File: src/rtl/i2c_ovs_pkg.sv
package i2c_ovs_pkg;

  localparam int ADDR_W = 7;
  localparam int BYTE_W = 8;

  typedef enum logic [2:0] {
    ST_IDLE,
    ST_ADDR,
    ST_ADDR_ACK,
    ST_WR,
    ST_WR_ACK,
    ST_RD,
    ST_RD_ACK
  } ovs_state_t;

endpackage

File: src/rtl/i2c_ovs_deglitch.sv
module i2c_ovs_deglitch #(
  parameter int SYNC_STAGES = 2,
  parameter int FILT_LEN    = 3
) (
  input  logic clk,
  input  logic rst_n,
  input  logic pin_i,
  output logic level_o
);

  localparam int CW = (FILT_LEN > 1) ? $clog2(FILT_LEN) : 1;
  localparam logic [CW-1:0] LAST = CW'(FILT_LEN - 1);

  logic [SYNC_STAGES-1:0] sync_q;
  logic                   samp;
  logic [CW-1:0]          cnt_q, cnt_d;
  logic                   lvl_q, lvl_d;

  // synchroniser chain, released bus level (1) out of reset
  for (genvar g = 0; g < SYNC_STAGES; g++) begin : g_sync
    always_ff @(posedge clk or negedge rst_n) begin
      if (!rst_n) begin
        sync_q[g] <= 1'b1;
      end else if (g == 0) begin
        sync_q[g] <= pin_i;
      end else begin
        sync_q[g] <= sync_q[(g > 0) ? g - 1 : 0];
      end
    end
  end

  assign samp = sync_q[SYNC_STAGES-1];

  // run-length filter: accept a new level after FILT_LEN equal samples
  always_comb begin
    lvl_d = lvl_q;
    cnt_d = cnt_q;
    if (samp == lvl_q) begin
      cnt_d = '0;
    end else if (cnt_q == LAST) begin
      lvl_d = samp;
      cnt_d = '0;
    end else begin
      cnt_d = cnt_q + 1'b1;
    end
  end

  always_ff @(posedge clk or negedge rst_n) begin
    if (!rst_n) begin
      lvl_q <= 1'b1;
      cnt_q <= '0;
    end else begin
      lvl_q <= lvl_d;
      cnt_q <= cnt_d;
    end
  end

  assign level_o = lvl_q;

  // a filtered change always agrees with the newest synchronised sample
  a_r1_change_follows_sample: assert property (@(posedge clk) disable iff (!rst_n)
    (lvl_q != $past(lvl_q)) |-> ($past(samp) == lvl_q));

endmodule

File: src/rtl/i2c_ovs_cond.sv
module i2c_ovs_cond (
  input  logic clk,
  input  logic rst_n,
  input  logic scl_i,
  input  logic sda_i,
  output logic scl_rise_o,
  output logic scl_fall_o,
  output logic start_o,
  output logic stop_o
);

  logic scl_q, sda_q;

  always_ff @(posedge clk or negedge rst_n) begin
    if (!rst_n) begin
      scl_q <= 1'b1;
      sda_q <= 1'b1;
    end else begin
      scl_q <= scl_i;
      sda_q <= sda_i;
    end
  end

  assign scl_rise_o = scl_i & ~scl_q;
  assign scl_fall_o = ~scl_i & scl_q;
  // an SDA edge counts as a condition only while SCL was and still is high
  assign start_o    = scl_i & scl_q & sda_q & ~sda_i;
  assign stop_o     = scl_i & scl_q & ~sda_q & sda_i;

endmodule

File: src/rtl/i2c_ovs_engine.sv
module i2c_ovs_engine
  import i2c_ovs_pkg::*;
(
  input  logic              clk,
  input  logic              rst_n,
  input  logic              scl_rise_i,
  input  logic              scl_fall_i,
  input  logic              start_i,
  input  logic              stop_i,
  input  logic              sda_i,
  input  logic [ADDR_W-1:0] dev_addr_i,
  input  logic [BYTE_W-1:0] tx_data_i,
  output logic              sda_oe_o,
  output logic [BYTE_W-1:0] rx_data_o,
  output logic              rx_valid_o,
  output logic              tx_load_o
);

  localparam int CNT_W = $clog2(BYTE_W + 1);
  localparam logic [CNT_W-1:0] FULL = CNT_W'(BYTE_W);

  ovs_state_t        state_q, state_d;
  logic [CNT_W-1:0]  bcnt_q, bcnt_d;
  logic [BYTE_W-1:0] shr_q, shr_d;
  logic              rw_q, rw_d;
  logic              acked_q, acked_d;
  logic              oe_q, oe_d;
  logic [BYTE_W-1:0] rxd_q, rxd_d;
  logic              rxv_q, rxv_d;
  logic              ld_q, ld_d;

  always_comb begin
    state_d = state_q;
    bcnt_d  = bcnt_q;
    shr_d   = shr_q;
    rw_d    = rw_q;
    acked_d = acked_q;
    oe_d    = oe_q;
    rxd_d   = rxd_q;
    rxv_d   = 1'b0;
    ld_d    = 1'b0;

    if (stop_i) begin
      state_d = ST_IDLE;
      oe_d    = 1'b0;
    end else if (start_i) begin
      state_d = ST_ADDR;
      bcnt_d  = '0;
      oe_d    = 1'b0;
    end else begin
      unique case (state_q)
        ST_IDLE: ;

        ST_ADDR, ST_WR: begin
          if (scl_rise_i && bcnt_q != FULL) begin
            shr_d  = {shr_q[BYTE_W-2:0], sda_i};
            bcnt_d = bcnt_q + 1'b1;
          end else if (scl_fall_i && bcnt_q == FULL) begin
            if (state_q == ST_WR) begin
              rxd_d   = shr_q;
              rxv_d   = 1'b1;
              oe_d    = 1'b1;
              state_d = ST_WR_ACK;
            end else if (shr_q[BYTE_W-1:1] == dev_addr_i) begin
              rw_d    = shr_q[0];
              oe_d    = 1'b1;
              state_d = ST_ADDR_ACK;
            end else begin
              state_d = ST_IDLE;
            end
          end
        end

        ST_ADDR_ACK: begin
          if (scl_fall_i) begin
            bcnt_d = '0;
            if (rw_q) begin
              shr_d   = tx_data_i;
              oe_d    = ~tx_data_i[BYTE_W-1];
              ld_d    = 1'b1;
              state_d = ST_RD;
            end else begin
              oe_d    = 1'b0;
              state_d = ST_WR;
            end
          end
        end

        ST_WR_ACK: begin
          if (scl_fall_i) begin
            oe_d    = 1'b0;
            bcnt_d  = '0;
            state_d = ST_WR;
          end
        end

        ST_RD: begin
          if (scl_rise_i && bcnt_q != FULL) begin
            bcnt_d = bcnt_q + 1'b1;
          end else if (scl_fall_i && bcnt_q != '0) begin
            if (bcnt_q == FULL) begin
              oe_d    = 1'b0;
              state_d = ST_RD_ACK;
            end else begin
              shr_d = {shr_q[BYTE_W-2:0], 1'b0};
              oe_d  = ~shr_q[BYTE_W-2];
            end
          end
        end

        ST_RD_ACK: begin
          if (scl_rise_i) begin
            acked_d = ~sda_i;
          end else if (scl_fall_i) begin
            if (acked_q) begin
              bcnt_d  = '0;
              shr_d   = tx_data_i;
              oe_d    = ~tx_data_i[BYTE_W-1];
              ld_d    = 1'b1;
              state_d = ST_RD;
            end else begin
              state_d = ST_IDLE;
            end
          end
        end

        default: state_d = ST_IDLE;
      endcase
    end
  end

  always_ff @(posedge clk or negedge rst_n) begin
    if (!rst_n) begin
      state_q <= ST_IDLE;
      bcnt_q  <= '0;
      shr_q   <= '0;
      rw_q    <= 1'b0;
      acked_q <= 1'b0;
      oe_q    <= 1'b0;
      rxd_q   <= '0;
      rxv_q   <= 1'b0;
      ld_q    <= 1'b0;
    end else begin
      state_q <= state_d;
      bcnt_q  <= bcnt_d;
      shr_q   <= shr_d;
      rw_q    <= rw_d;
      acked_q <= acked_d;
      oe_q    <= oe_d;
      rxd_q   <= rxd_d;
      rxv_q   <= rxv_d;
      ld_q    <= ld_d;
    end
  end

  assign sda_oe_o   = oe_q;
  assign rx_data_o  = rxd_q;
  assign rx_valid_o = rxv_q;
  assign tx_load_o  = ld_q;

  // a START (without STOP) always reopens address reception
  a_r2_start_restarts: assert property (@(posedge clk) disable iff (!rst_n)
    (start_i && !stop_i) |=> (state_q == ST_ADDR && bcnt_q == '0));

  // SDA is only pulled low after a filtered SCL fall
  a_r6_drive_after_fall: assert property (@(posedge clk) disable iff (!rst_n)
    $rose(sda_oe_o) |-> $past(scl_fall_i));

  // SDA is only released after an SCL fall or a bus condition
  a_r6_release_after_fall: assert property (@(posedge clk) disable iff (!rst_n)
    $fell(sda_oe_o) |-> $past(scl_fall_i || start_i || stop_i));

  // while idle, SDA is released
  a_r4_idle_released: assert property (@(posedge clk) disable iff (!rst_n)
    (state_q == ST_IDLE) |-> !sda_oe_o);

  // the receive strobe lasts exactly one cycle
  a_r5_rx_strobe_single: assert property (@(posedge clk) disable iff (!rst_n)
    rx_valid_o |=> !rx_valid_o);

  // the load strobe lasts exactly one cycle and coincides with driving the first bit
  a_r6_load_single: assert property (@(posedge clk) disable iff (!rst_n)
    tx_load_o |=> !tx_load_o);

endmodule

File: src/rtl/i2c_ovs_target.sv
module i2c_ovs_target
  import i2c_ovs_pkg::*;
#(
  parameter int SYNC_STAGES = 2,
  parameter int FILT_LEN    = 3
) (
  input  logic              clk,
  input  logic              rst_n,
  input  logic              scl_i,
  input  logic              sda_i,
  input  logic [ADDR_W-1:0] dev_addr_i,
  input  logic [BYTE_W-1:0] tx_data_i,
  output logic              sda_oe_o,
  output logic [BYTE_W-1:0] rx_data_o,
  output logic              rx_valid_o,
  output logic              tx_load_o
);

  logic scl_f, sda_f;
  logic scl_rise, scl_fall, start_c, stop_c;

  i2c_ovs_deglitch #(.SYNC_STAGES(SYNC_STAGES), .FILT_LEN(FILT_LEN)) u_scl_filt (
    .clk     (clk),
    .rst_n   (rst_n),
    .pin_i   (scl_i),
    .level_o (scl_f)
  );

  i2c_ovs_deglitch #(.SYNC_STAGES(SYNC_STAGES), .FILT_LEN(FILT_LEN)) u_sda_filt (
    .clk     (clk),
    .rst_n   (rst_n),
    .pin_i   (sda_i),
    .level_o (sda_f)
  );

  i2c_ovs_cond u_cond (
    .clk        (clk),
    .rst_n      (rst_n),
    .scl_i      (scl_f),
    .sda_i      (sda_f),
    .scl_rise_o (scl_rise),
    .scl_fall_o (scl_fall),
    .start_o    (start_c),
    .stop_o     (stop_c)
  );

  i2c_ovs_engine u_engine (
    .clk        (clk),
    .rst_n      (rst_n),
    .scl_rise_i (scl_rise),
    .scl_fall_i (scl_fall),
    .start_i    (start_c),
    .stop_i     (stop_c),
    .sda_i      (sda_f),
    .dev_addr_i (dev_addr_i),
    .tx_data_i  (tx_data_i),
    .sda_oe_o   (sda_oe_o),
    .rx_data_o  (rx_data_o),
    .rx_valid_o (rx_valid_o),
    .tx_load_o  (tx_load_o)
  );

  // a bus condition and an SCL edge never arrive in the same cycle
  a_r2_cond_not_on_edge: assert property (@(posedge clk) disable iff (!rst_n)
    (start_c || stop_c) |-> !(scl_rise || scl_fall));

endmodule

File: config.mk
export PLATFORM = sky130hd
export DESIGN_NAME = i2c_ovs_target
export DESIGN_NICKNAME = d
export VERILOG_FILES = /design/src/rtl/i2c_ovs_pkg.sv /design/src/rtl/i2c_ovs_deglitch.sv /design/src/rtl/i2c_ovs_cond.sv /design/src/rtl/i2c_ovs_engine.sv /design/src/rtl/i2c_ovs_target.sv
export SDC_FILE = /design/constraint.sdc
export NUM_CORES = 1
export LEC_CHECK = 0
export ABC_CLOCK_PERIOD_IN_PS = 3030
export BUFFER_PORTS_ARGS = -buffer_cell sky130_fd_sc_hd__buf_2
export CORE_ASPECT_RATIO = 1.1
export CORE_MARGIN = 2
export CORE_UTILIZATION = 50
export DETAILED_ROUTE_END_ITERATION = 10
export PLACE_DENSITY = 0.68
export SYNTH_ARGS = -nofsm -noshare
export SYNTH_HDL_FRONTEND = slang
export SYNTH_SLANG_ARGS = --single-unit
export TNS_END_PERCENT = 10
File: constraint.sdc
create_clock -name clk -period 3.03 [get_ports clk]
set_input_delay 0.1515 -clock clk [delete_from_list [all_inputs] [get_ports clk]]
set_output_delay 0.1515 -clock clk [all_outputs]
set_load 0.05 [all_outputs]
Word level (Yosys, flattened, before mapping):

Index checks and enable logic that the tools add are counted.

* flip-flop bits (word level): 40
* input port bits: 19
* output and inout port bits: 11
* word-level logic and storage cells: 167

* add/subtract/negate cells: 3
* equal/unequal tests: 39
* muxes and demuxes: 67
* bitwise operators: 19
* reductions and logical operators: 20

Operators by type and width (count)
* $mux W8: 9
* $mux W3: 14
* $pmux W8 S4: 1
* $mux W1: 28
* $ne A4 B3 Y1 const B: 7
* $mux W4: 6
* $pmux W3 S6: 1
* $ne A4 B4 Y1 const B: 4
* $reduce_and A7 Y1: 2
* $ne A2 B1 Y1 const B: 6
* $not A1 Y1: 12
* $pmux W4 S3: 1
* $reduce_and A12 Y1: 1
* $reduce_bool A4 Y1: 3
* $reduce_and A11 Y1: 1
* $mux W2: 5
* $reduce_and A10 Y1: 1
* $eq A3 B3 Y1 const B: 3
* $and A1 B1 Y1: 7
* $eq A7 B7 Y1: 1
* $reduce_bool A7 Y1: 1
* $eq A3 B2 Y1 const B: 2
* $ne A2 B2 Y1 const B: 3
* $ne A3 B1 Y1 const B: 2
* 18 further kinds: 27

Depth between registers and ports, before layout:

Gate-level depths: netlist of run 1.

* word-level depth: 8
* depth in mapped cells: 8

Cells and area by module:

From an unflattened synthesis of run 1, not the netlist that was laid out.

* cells, all modules: 200
* area, all modules: 2089.5 um2

Modules (own cells, without submodules)
* i2c_ovs_engine: times used 1, cells each 174, area each 1646.6 um2, seq. area each 700.7 um2
* i2c_ovs_deglitch: times used 2, cells each 10, area each 178.9 um2, seq. area each 128.9 um2
* i2c_ovs_cond: times used 1, cells each 6, area each 85.1 um2, seq. area each 52.6 um2

Worst setup path after synthesis of run 1:

Ideal clock, no wire load.

* path kind: register to register
* start point: register u_scl_filt.lvl_q, in the netlist u_scl_filt.level_o
* end point: register u_engine.shr_q[0]
* setup time: 125 ps
* arrival: 1660 ps
* required time: 2905 ps
* path slack: 1245 ps
* cell stages (with the launch flop): 7
* path buffers: 1
* path through: dfstp_2 buf_6 nor2b_1 and2_1 a211oi_2 a31oi_4 mux2_2

* longest elaborated chain between the ends: 5

Ends and longest elaborated chain
* from (decl): RTL line i2c_ovs_deglitch.sv:17 `logic lvl_q, lvl_d;`
* from (signal assigned): RTL line i2c_ovs_deglitch.sv:53 `lvl_q <= lvl_d;`
* $and A1 B1 Y1 / $not A1 Y1 (equally long branches): RTL line i2c_ovs_cond.sv:27, i2c_ovs_cond.sv:28, i2c_ovs_cond.sv:25
* $and A1 B1 Y1 (on tied branches): RTL line i2c_ovs_cond.sv:28, i2c_ovs_cond.sv:25, i2c_ovs_cond.sv:27
* $and A1 B1 Y1, or another cell as far along: RTL line i2c_ovs_cond.sv:28 `assign stop_o = scl_i & scl_q & ~sda_q & sda_i;`
* $not A1 Y1 (no source line) / $ne A2 B1 Y1 (equally long branches)
* $reduce_and A12 Y1 (no source line) (*)
* to (signal assigned): RTL line i2c_ovs_engine.sv:146 `shr_q <= shr_d;`
* to (decl): RTL line i2c_ovs_engine.sv:24 `logic [BYTE_W-1:0] shr_q, shr_d;`

Mark *: on every way between the ends. The rest lies on a longest branch, timed or not.
A chain may end at the register's enable or synchronous reset.

Worst setup path in the final report of run 1:

* start point: register u_engine.state_q[0]
* end point: register u_engine.shr_q[6]

* longest elaborated chain between the ends: 4

Ends and longest elaborated chain
* from (decl): RTL line i2c_ovs_engine.sv:22 `ovs_state_t state_q, state_d;`
* from (signal assigned): RTL line i2c_ovs_engine.sv:144 `state_q <= state_d;`
* $eq A3 B1 Y1 / $eq A3 B2 Y1 (equally long branches): RTL line i2c_ovs_engine.sv:51 `unique case (state_q)`
* $reduce_or A2 Y1: RTL line i2c_ovs_engine.sv:51
* $ne A2 B1 Y1 (no source line) / $reduce_bool A4 Y1 (equally long branches)
* $reduce_and A12 Y1 (no source line)

Parallel ways exist; a longest one is shown, timed or not.

==> qor.yml, run 1 <==
finalSetupViolCount: 0
yosysUniqueCellTypes: 47
multi_input_area_um2: 976
ys.flop_type: "dfrtp_1"
final_common_cell: "dfrtp_1"
synth_area_um2: 2060
p_seq_frac: 0.474
reg2reg_depth: 4
crit_required_ns: 3.20
worstPathMaxFanout: 21
clockPowerShare: 0.315
dr.pass1.iters: 4
seq_area_frac_synth: 0.491
async_flop_share: 1.00
synthCells: 185
nNetsFinal: 235
cap_violations: 0
final_max_slew_viol_count: 0
crit_top_cell: "mux2_2"
worstPathArrival_ns: 2.32
grt_util_all_layers: 0.183
max_freq_ghz: 0.467
vias_per_cell: 5.60
clk_path_buf_depth: 2
clkSinkCount: 40
worst_slew_pin_slew_ns: 0.844
outcome: "complete, but fails checks"
die_y_um: 71.3
netSwitchingFraction: 0.291
synth_edf_count: 0
crit_chain: "inv_1 > nand2_1 > mux2_2 > mux2_2"
gr-total-overflow: 0
yosys_warnings: 0
critPathCaptureType: "flip-flop"
core_um2: 3960
grt_pass1_wl_um: 6670
timing.final.crit_share: 0.707
powerDensity_nw_per_um2: 675
nFillCells: 345
dieArea_um2: 4650
htreeDepth: 2
antenna_found_initial: 0
ir_drop_uv: 339
drive_gt1_frac: 0.353
dp.final_hpwl_um: 2700
crit_path_start_kind: "flip-flop"
seq_area_um2: 1010
slowest_delay_ns: 0.72
slew_headroom: 0.437
ys_seq_elements: 40
diodes: 0
hold_violations: 32
cp_slowest_cell: "dfrtp_1"
hold_class: "in2async"
critPathTopFamily: "flip-flops"
period_minus_slack_ns: 2.14
cp_num_buf_inv: 1
clockRootBuffer: "clkbuf_8"
pin_count: 30
std_cell_rows: 24
p_leak_nw: 1.12
crit_cells: 4
die_w_um: 65.2
area_delta_synth_final_pct: 15.1
first_iter_violations: 130
portBuffers: 29
initial_core_util: 0.519
mostFrequentLayoutCells: "dfrtp_1, buf_2, mux2_2"
syn-mean-instance-area_um2: 11.1
switchingPower_uw: 464
grt_max_degree: 41
violations: "hold timing"
drcViolationCount: 0
totalWireLength_um: 3810
finalSetupTns_ns: 0
rsz0062_at_grt: "no"
clock_latency_ns: 0.29
antenna_left: 0
routabilityCongestion: 0.888
vias: 1495
cts_tree: "done"
path_clk_slew_ns: 0.07
holdWs_ns: -0.0447
finalClockSkew_ns: 0.00460
synth_fp_nets: 206
p_comb_frac: 0.211
cts_buffers: 5
intPower_mw: 1.13
wl_per_cell_um: 14.3
final_util: 0.598
crit_type: "reg2reg"
grt_pass1_vias: 1477
-- final timing paths --
| kind | start | endpoint | slack (ns) |
|---|---|---|---|
| setup / recovery | u_engine.state_q[0] | u_engine.shr_q[6] | 0.89 |
| hold / removal | rst_n | u_engine.bcnt_q[2] | -0.04 |
| setup reg to reg | u_engine.state_q[0] | u_engine.shr_q[6] | 0.89 |
| hold reg to reg | u_scl_filt.sync_q[0] | u_scl_filt.samp | 0.36 |
| max in group asynchronous | rst_n | u_engine.shr_q[0] | 2.53 |
| min in group clk | tx_data_i[1] | u_engine.shr_q[1] | 0.22 |
-- cell families (layout without fill, tap and decap cells) --
logic type | Yosys count | in the layout | synth area share
and+or+nand+nor | 57 | 57 | 0.150
DFF | 40 | 40 | 0.491
AOI/OAI and AO/OA | 33 | 33 | 0.113
muxes | 29 | 29 | 0.157
buffers and inverters | 14 | 44 | 0.0346
xor gates and xnor gates | 10 | 10 | 0.0426
adders and majority gates | 2 | 2 | 0.0122
-- through the flow --
| step | cell area (um2) | power [mW] | setup slack [ns] | cells |
|---|---|---|---|---|
| 4_1_cts | 2370 | 1.61 | 0.907 | 267 |
| 3_3_place_gp | 2220 | 1.08 | 0.965 | 257 |
| 5_1_grt | 2370 | 1.70 | 0.753 | 267 |
| 6_report | 2370 | 1.60 | 0.889 | 267 |
| 2_1_floorplan | 2060 | 1.04 | 1.25 | 185 |
| 3_5_place_dp | 2220 | 1.10 | 0.923 | 257 |
-- final cells by class --
class | instances | share of cell area
timing repair buffer | 31 | 0.0697
multi-input combinational | 131 | 0.412
clock inverter | 2 | 0.0254
tap | 52 | 0.0275
sequential | 40 | 0.427
inverter | 5 | 0.00792
clock buffer | 6 | 0.0306
-- power by group through the flow --
stage                     logic [mW]  clock network, mW  registers, mW
after floorplan                0.327                  0          0.709
after global placement         0.326                  0          0.757
after detailed placement       0.334                  0          0.768
after CTS                      0.338              0.517          0.756
after global routing           0.388              0.537          0.776
final                          0.336              0.503          0.758
-- worst reg2reg max path, stage by stage, from the launching register on --
cell and delay, ns:
dfrtp_1 0.72, inv_1 0.20, nand2_1 0.44, mux2_2 0.40
mux2_2 0.26
-- cell usage after synthesis (3+ instances only) --
library cell  number  area, um2
xor2_1             8       70.1
mux2i_1            3       30.0
nor2_1             9       33.8
inv_1              5       18.8
nand3_1            5       25.0
dfrtp_1           32        801
nor2b_1            5       31.3
mux2_2            26        293
nand2_1           15       56.3
clkbuf_1           3       11.3
o21ai_0           13       65.1
nor3_1             3       15.0
buf_2              3       15.0
a21oi_1            5       25.0
nor4_1             3       18.8
dfstp_2            8        210
-- state kept, by name, indices dropped and copies added (netlist names), 2 cells and up --
name,count
u_engine.bcnt_q,4
u_engine.state_q,3
u_scl_filt.cnt_q,2
u_engine.rx_data_o,8
u_engine.shr_q,8
u_sda_filt.cnt_q,2
-- routing by layer --
layer	wire, um	up-vias	track usage
met1	1780	722	0.252
met5	0	-	0
li1	-	719	-
met3	195	6	0.0424
met4	46	0	0.0671
met2	1790	48	0.286
-- what timing repair did --
item	4_1_cts	5_1_grt
hold buffers	2	0
endpoints found under the hold margin	2	0
buffers inserted	0	0
resized for setup	0	0
Note: power is estimated with default switching activity, not from simulation.
==> run 2: changes to the inputs <==
Settings changed: ABC_CLOCK_PERIOD_IN_PS 3030 to 2200.
Clock period 3.03 ns to 2.2 ns, I/O delays scaled along.
==> run 2 against run 1 <==
Against the previous run: the flow now finishes without violations; clock skew about the same; via count about the same; utilization decreased by 0.28 points; final cell count rose by 1.5%; largest cell class unchanged; highest routed layer unchanged.
==> qor.yml, run 2 (synthesis results as in run 1) <==
drcViolationCount: 0
area_delta_synth_final_pct: 14.5
rsz0062_at_grt: "no"
finalSetupTns_ns: 0
nNetsFinal: 239
crit_path_start_kind: "flip-flop"
clk_path_buf_depth: 2
timing.final.crit_share: 0.890
grt_util_all_layers: 0.183
cap_violations: 0
cts_buffers: 5
grt_pass1_wl_um: 6580
dp.final_hpwl_um: 2920
pin_count: 30
die_y_um: 71.3
gr-total-overflow: 0
dieArea_um2: 4650
holdWs_ns: 0.176
vias: 1496
slew_headroom: 0.415
diodes: 0
cts_tree: "done"
clockRootBuffer: "clkbuf_8"
wl_per_cell_um: 14.7
final_max_slew_viol_count: 0
nFillCells: 340
std_cell_rows: 24
antenna_left: 0
antenna_found_initial: 0
portBuffers: 29
max_freq_ghz: 0.511
vias_per_cell: 5.52
htreeDepth: 2
finalSetupViolCount: 0
dr.pass1.iters: 4
critPathCaptureType: "flip-flop"
crit_type: "reg2reg"
clkSinkCount: 40
die_w_um: 65.2
worstPathArrival_ns: 2.13
crit_required_ns: 2.38
finalClockSkew_ns: 0.00421
mostFrequentLayoutCells: "dfrtp_1, buf_2, mux2_2"
first_iter_violations: 96
hp-start: "tx_data_i[4]"
routabilityCongestion: 0.974
period_minus_slack_ns: 1.96
path_clk_slew_ns: 0.08
core_um2: 3960
ir_drop_uv: 649
p_leak_nw: 1.12
hold_class: "in2reg"
worst_slew_pin_slew_ns: 0.878
grt_max_degree: 41
final_common_cell: "dfrtp_1"
clock_latency_ns: 0.29
initial_core_util: 0.519
powerDensity_nw_per_um2: 848
startpoint: "u_scl_filt.level_o"
hold_violations: 0
totalWireLength_um: 4000
r2r_start: "u_scl_filt.level_o"
grt_pass1_vias: 1462
worstPathMaxFanout: 10
drive_gt1_frac: 0.361
outcome: "finished clean"
run 2: routing by layer:
layer / share of wire / GRT usage
met1: 0.45 / 0.238
met4: 0.0068 / 0.0556
met2: 0.50 / 0.303
met5: 0 / 0
met3: 0.040 / 0.0471
run 2: stage by stage:
| step | utilization | cell area, um2 | power, mW | setup slack (ns) | cells |
|---|---|---|---|---|---|
| after floorplan | - | 2060 | 1.43 | 0.415 | 185 |
| after global placement | 0.565 | 2240 | 1.49 | 0.313 | 260 |
| after detailed placement | 0.565 | 2240 | 1.53 | 0.247 | 260 |
| after CTS | 0.595 | 2360 | 2.02 | 0.232 | 271 |
| after global routing | 0.595 | 2360 | 2.13 | 0.143 | 271 |
| final | 0.595 | 2360 | 2.00 | 0.242 | 271 |
run 2: final timing paths:
| path | cells after the start | to | slack (ns) |
|---|---|---|---|
| min reg2reg | 0 | u_scl_filt.samp | 0.36 |
| max reg2reg | 5 | u_engine.shr_q[2] | 0.24 |
| max | 5 | u_engine.shr_q[2] | 0.24 |
| max in group asynchronous | 2 | u_engine.state_q[0] | 1.17 |
| min | 3 | u_engine.shr_q[4] | 0.18 |
| min in group asynchronous | 2 | u_engine.bcnt_q[2] | 0.47 |
run 2: area by class of cell:
class | instances | area (um2) | share of cell area
timing repair buffer | 35 | 198 | 0.0839
tap | 52 | 65.1 | 0.0276
clock inverter | 2 | 16.3 | 0.00690
multi-input combinational | 131 | 976 | 0.414
sequential | 40 | 1010 | 0.429
inverter | 5 | 18.8 | 0.00796
clock buffer | 6 | 72.6 | 0.0308
run 2: timing repair:
action / CTS / global route
setup buffers: 0 / 0
hold buffers: 3 / 0
endpoints found under the hold margin: 34 / 0
resized for setup: 0 / 0
run 2: report_power, final:
| part | leakage [nW] | switching (mW) | internal [mW] |
|---|---|---|---|
| combinational | 0.553 | 0.263 | 0.232 |
| sequential | 0.524 | 0.141 | 0.882 |
| clock | 0.0414 | 0.255 | 0.225 |
run 2: critical path, cell delays in order (launching register included):
cell	delay, ns
dfstp_2	0.62
nor2b_1	0.24
and2_1	0.20
a211oi_2	0.10
a31oi_4	0.31
mux2_2	0.38
==> run 3: changes to the inputs <==
Settings changed: ABC_CLOCK_PERIOD_IN_PS 2200 to 2100, PLACE_DENSITY 0.68 to 0.71.
Clock period 2.2 ns to 2.1 ns, I/O delays scaled along.
==> run 3 against run 2 <==
Against the previous run: sequential share of layout area fell by 0.34 points; sequential power up 5%; critical path type unchanged; clock skew up 0.0017 ns.
==> qor.yml, run 3 (synthesis results as in run 1) <==
antenna_left: 0
post_cts_resized: 0
period_minus_slack_ns: 1.99
drive_gt1_frac: 0.361
crit_required_ns: 2.27
dieArea_um2: 4650
worst_slew_pin_slew_ns: 0.855
nNetsFinal: 239
slowest_delay_ns: 0.61
htreeDepth: 2
crit_type: "reg2reg"
powerDensity_nw_per_um2: 925
pin_count: 30
clk_path_buf_depth: 2
vias_per_cell: 5.61
final_util: 0.599
grt_pass1_wl_um: 7150
outcome: "finished clean"
finalSetupViolCount: 0
portBuffers: 29
clkSinkCount: 40
path_clk_slew_ns: 0.08
std_cell_rows: 24
grt_util_all_layers: 0.197
cts_tree: "done"
cap_violations: 0
rsz0062_at_grt: "no"
die_w_um: 65.2
drcViolationCount: 0
gr-total-overflow: 0
antenna_found_initial: 0
initial_core_util: 0.519
total_power_mw: 2.20
clockRootBuffer: "clkbuf_8"
first_iter_violations: 148
crit_path_start_kind: "flip-flop"
grt_pass1_vias: 1513
totalWireLength_um: 4070
hold_class: "in2reg"
worstPathArrival_ns: 2.16
p_leak_nw: 1.13
slew_headroom: 0.430
timing.final.crit_share: 0.949
critPathTopFamily: "flip-flops"
final_common_cell: "dfrtp_1"
wl_per_cell_um: 15.0
dr.pass1.iters: 4
finalSetupTns_ns: 0
max_freq_ghz: 0.502
final_cell_area_um2: 2380
diodes: 0
finalClockSkew_ns: 0.00593
routabilityCongestion: 0.873
final_max_slew_viol_count: 0
die_y_um: 71.3
clock_latency_ns: 0.29
vias: 1521
mostFrequentLayoutCells: "dfrtp_1, buf_2, mux2_2"
area_delta_synth_final_pct: 15.4
core_um2: 3960
worstPathMaxFanout: 10
ir_drop_uv: 603
critPathCaptureType: "flip-flop"
hold_violations: 0
post_cts_buffers: 0
place_area_um2: 2240
cts_buffers: 5
cp_num_buf_inv: 0
dp.final_hpwl_um: 2940
cp_slowest_cell: "dfstp_2"
crit_chain: "nor2b_1 > and2_1 > nand2_1 > a31oi_4 > mux2_2"
grt_max_degree: 41
## run 3: cell types whose count changed in the layout (fill, tap and decap cells not counted)
cell	change
clkinvlp_4	-1
clkinv_2	+1
clkinv_4	-1
bufinv_16	+1
## run 3: layer usage
| metal | global-route usage | part of all wire | wire [um] | vias up |
|---|---|---|---|---|
| met5 | 0 | 0 | 0 | - |
| met4 | 0.0532 | 0.0084 | 34 | 0 |
| met3 | 0.0377 | 0.046 | 186 | 5 |
| met2 | 0.324 | 0.50 | 2040 | 39 |
| met1 | 0.270 | 0.45 | 1810 | 743 |
| li1 | - | - | - | 734 |
## run 3: final timing paths
path	startpoint	slack, ns	cells after the start	end
max in group asynchronous	rst_n	1.09	2	u_engine.rx_data_o[0]
hold / removal	tx_data_i[4]	0.18	3	u_engine.shr_q[4]
setup reg to reg	u_scl_filt.level_o	0.11	5	u_engine.shr_q[7]
min in group asynchronous	rst_n	0.47	2	u_engine.tx_load_o
hold reg to reg	u_scl_filt.sync_q[0]	0.36	0	u_scl_filt.samp
setup / recovery	u_scl_filt.level_o	0.11	5	u_engine.shr_q[7]
## run 3: final cells by class
type                    instances  area [um2]
fillers                       356        1590
flip-flops and latches         40        1010
clock inverters                 2        35.0
well taps                      52        65.1
repair buffers                 35         198
inverters                       5        18.8
multi-input cells             131         976
clock buffers                   6        72.6
## run 3: worst min-delay path: stages
cell and delay, ns:
buf_2 0.07, mux2_2 0.13, mux2_2 0.13
## run 3: per-stage QoR
stage | worst slack, ns | cells | hold slack, ns
after floorplan | 0.315 | 185 | -0.191
after global placement | 0.221 | 260 | 0.211
after detailed placement | 0.108 | 260 | 0.211
after CTS | 0.0948 | 271 | 0.177
after global routing | 0.0234 | 271 | 0.185
final | 0.107 | 271 | 0.183
## run 3: repair_timing
action,4_1_cts,5_1_grt
hold buffers,3,0
endpoints found under the hold margin,34,0
endpoints found under the setup margin,0,0
## run 3: power by group
group | switching (mW) | leakage (nW) | internal [mW] | total, mW
combinational | 0.276 | 0.553 | 0.243 | 0.519
clock | 0.255 | 0.0552 | 0.353 | 0.608
sequential | 0.147 | 0.524 | 0.925 | 1.07
total | 0.679 | 1.13 | 1.52 | 2.20
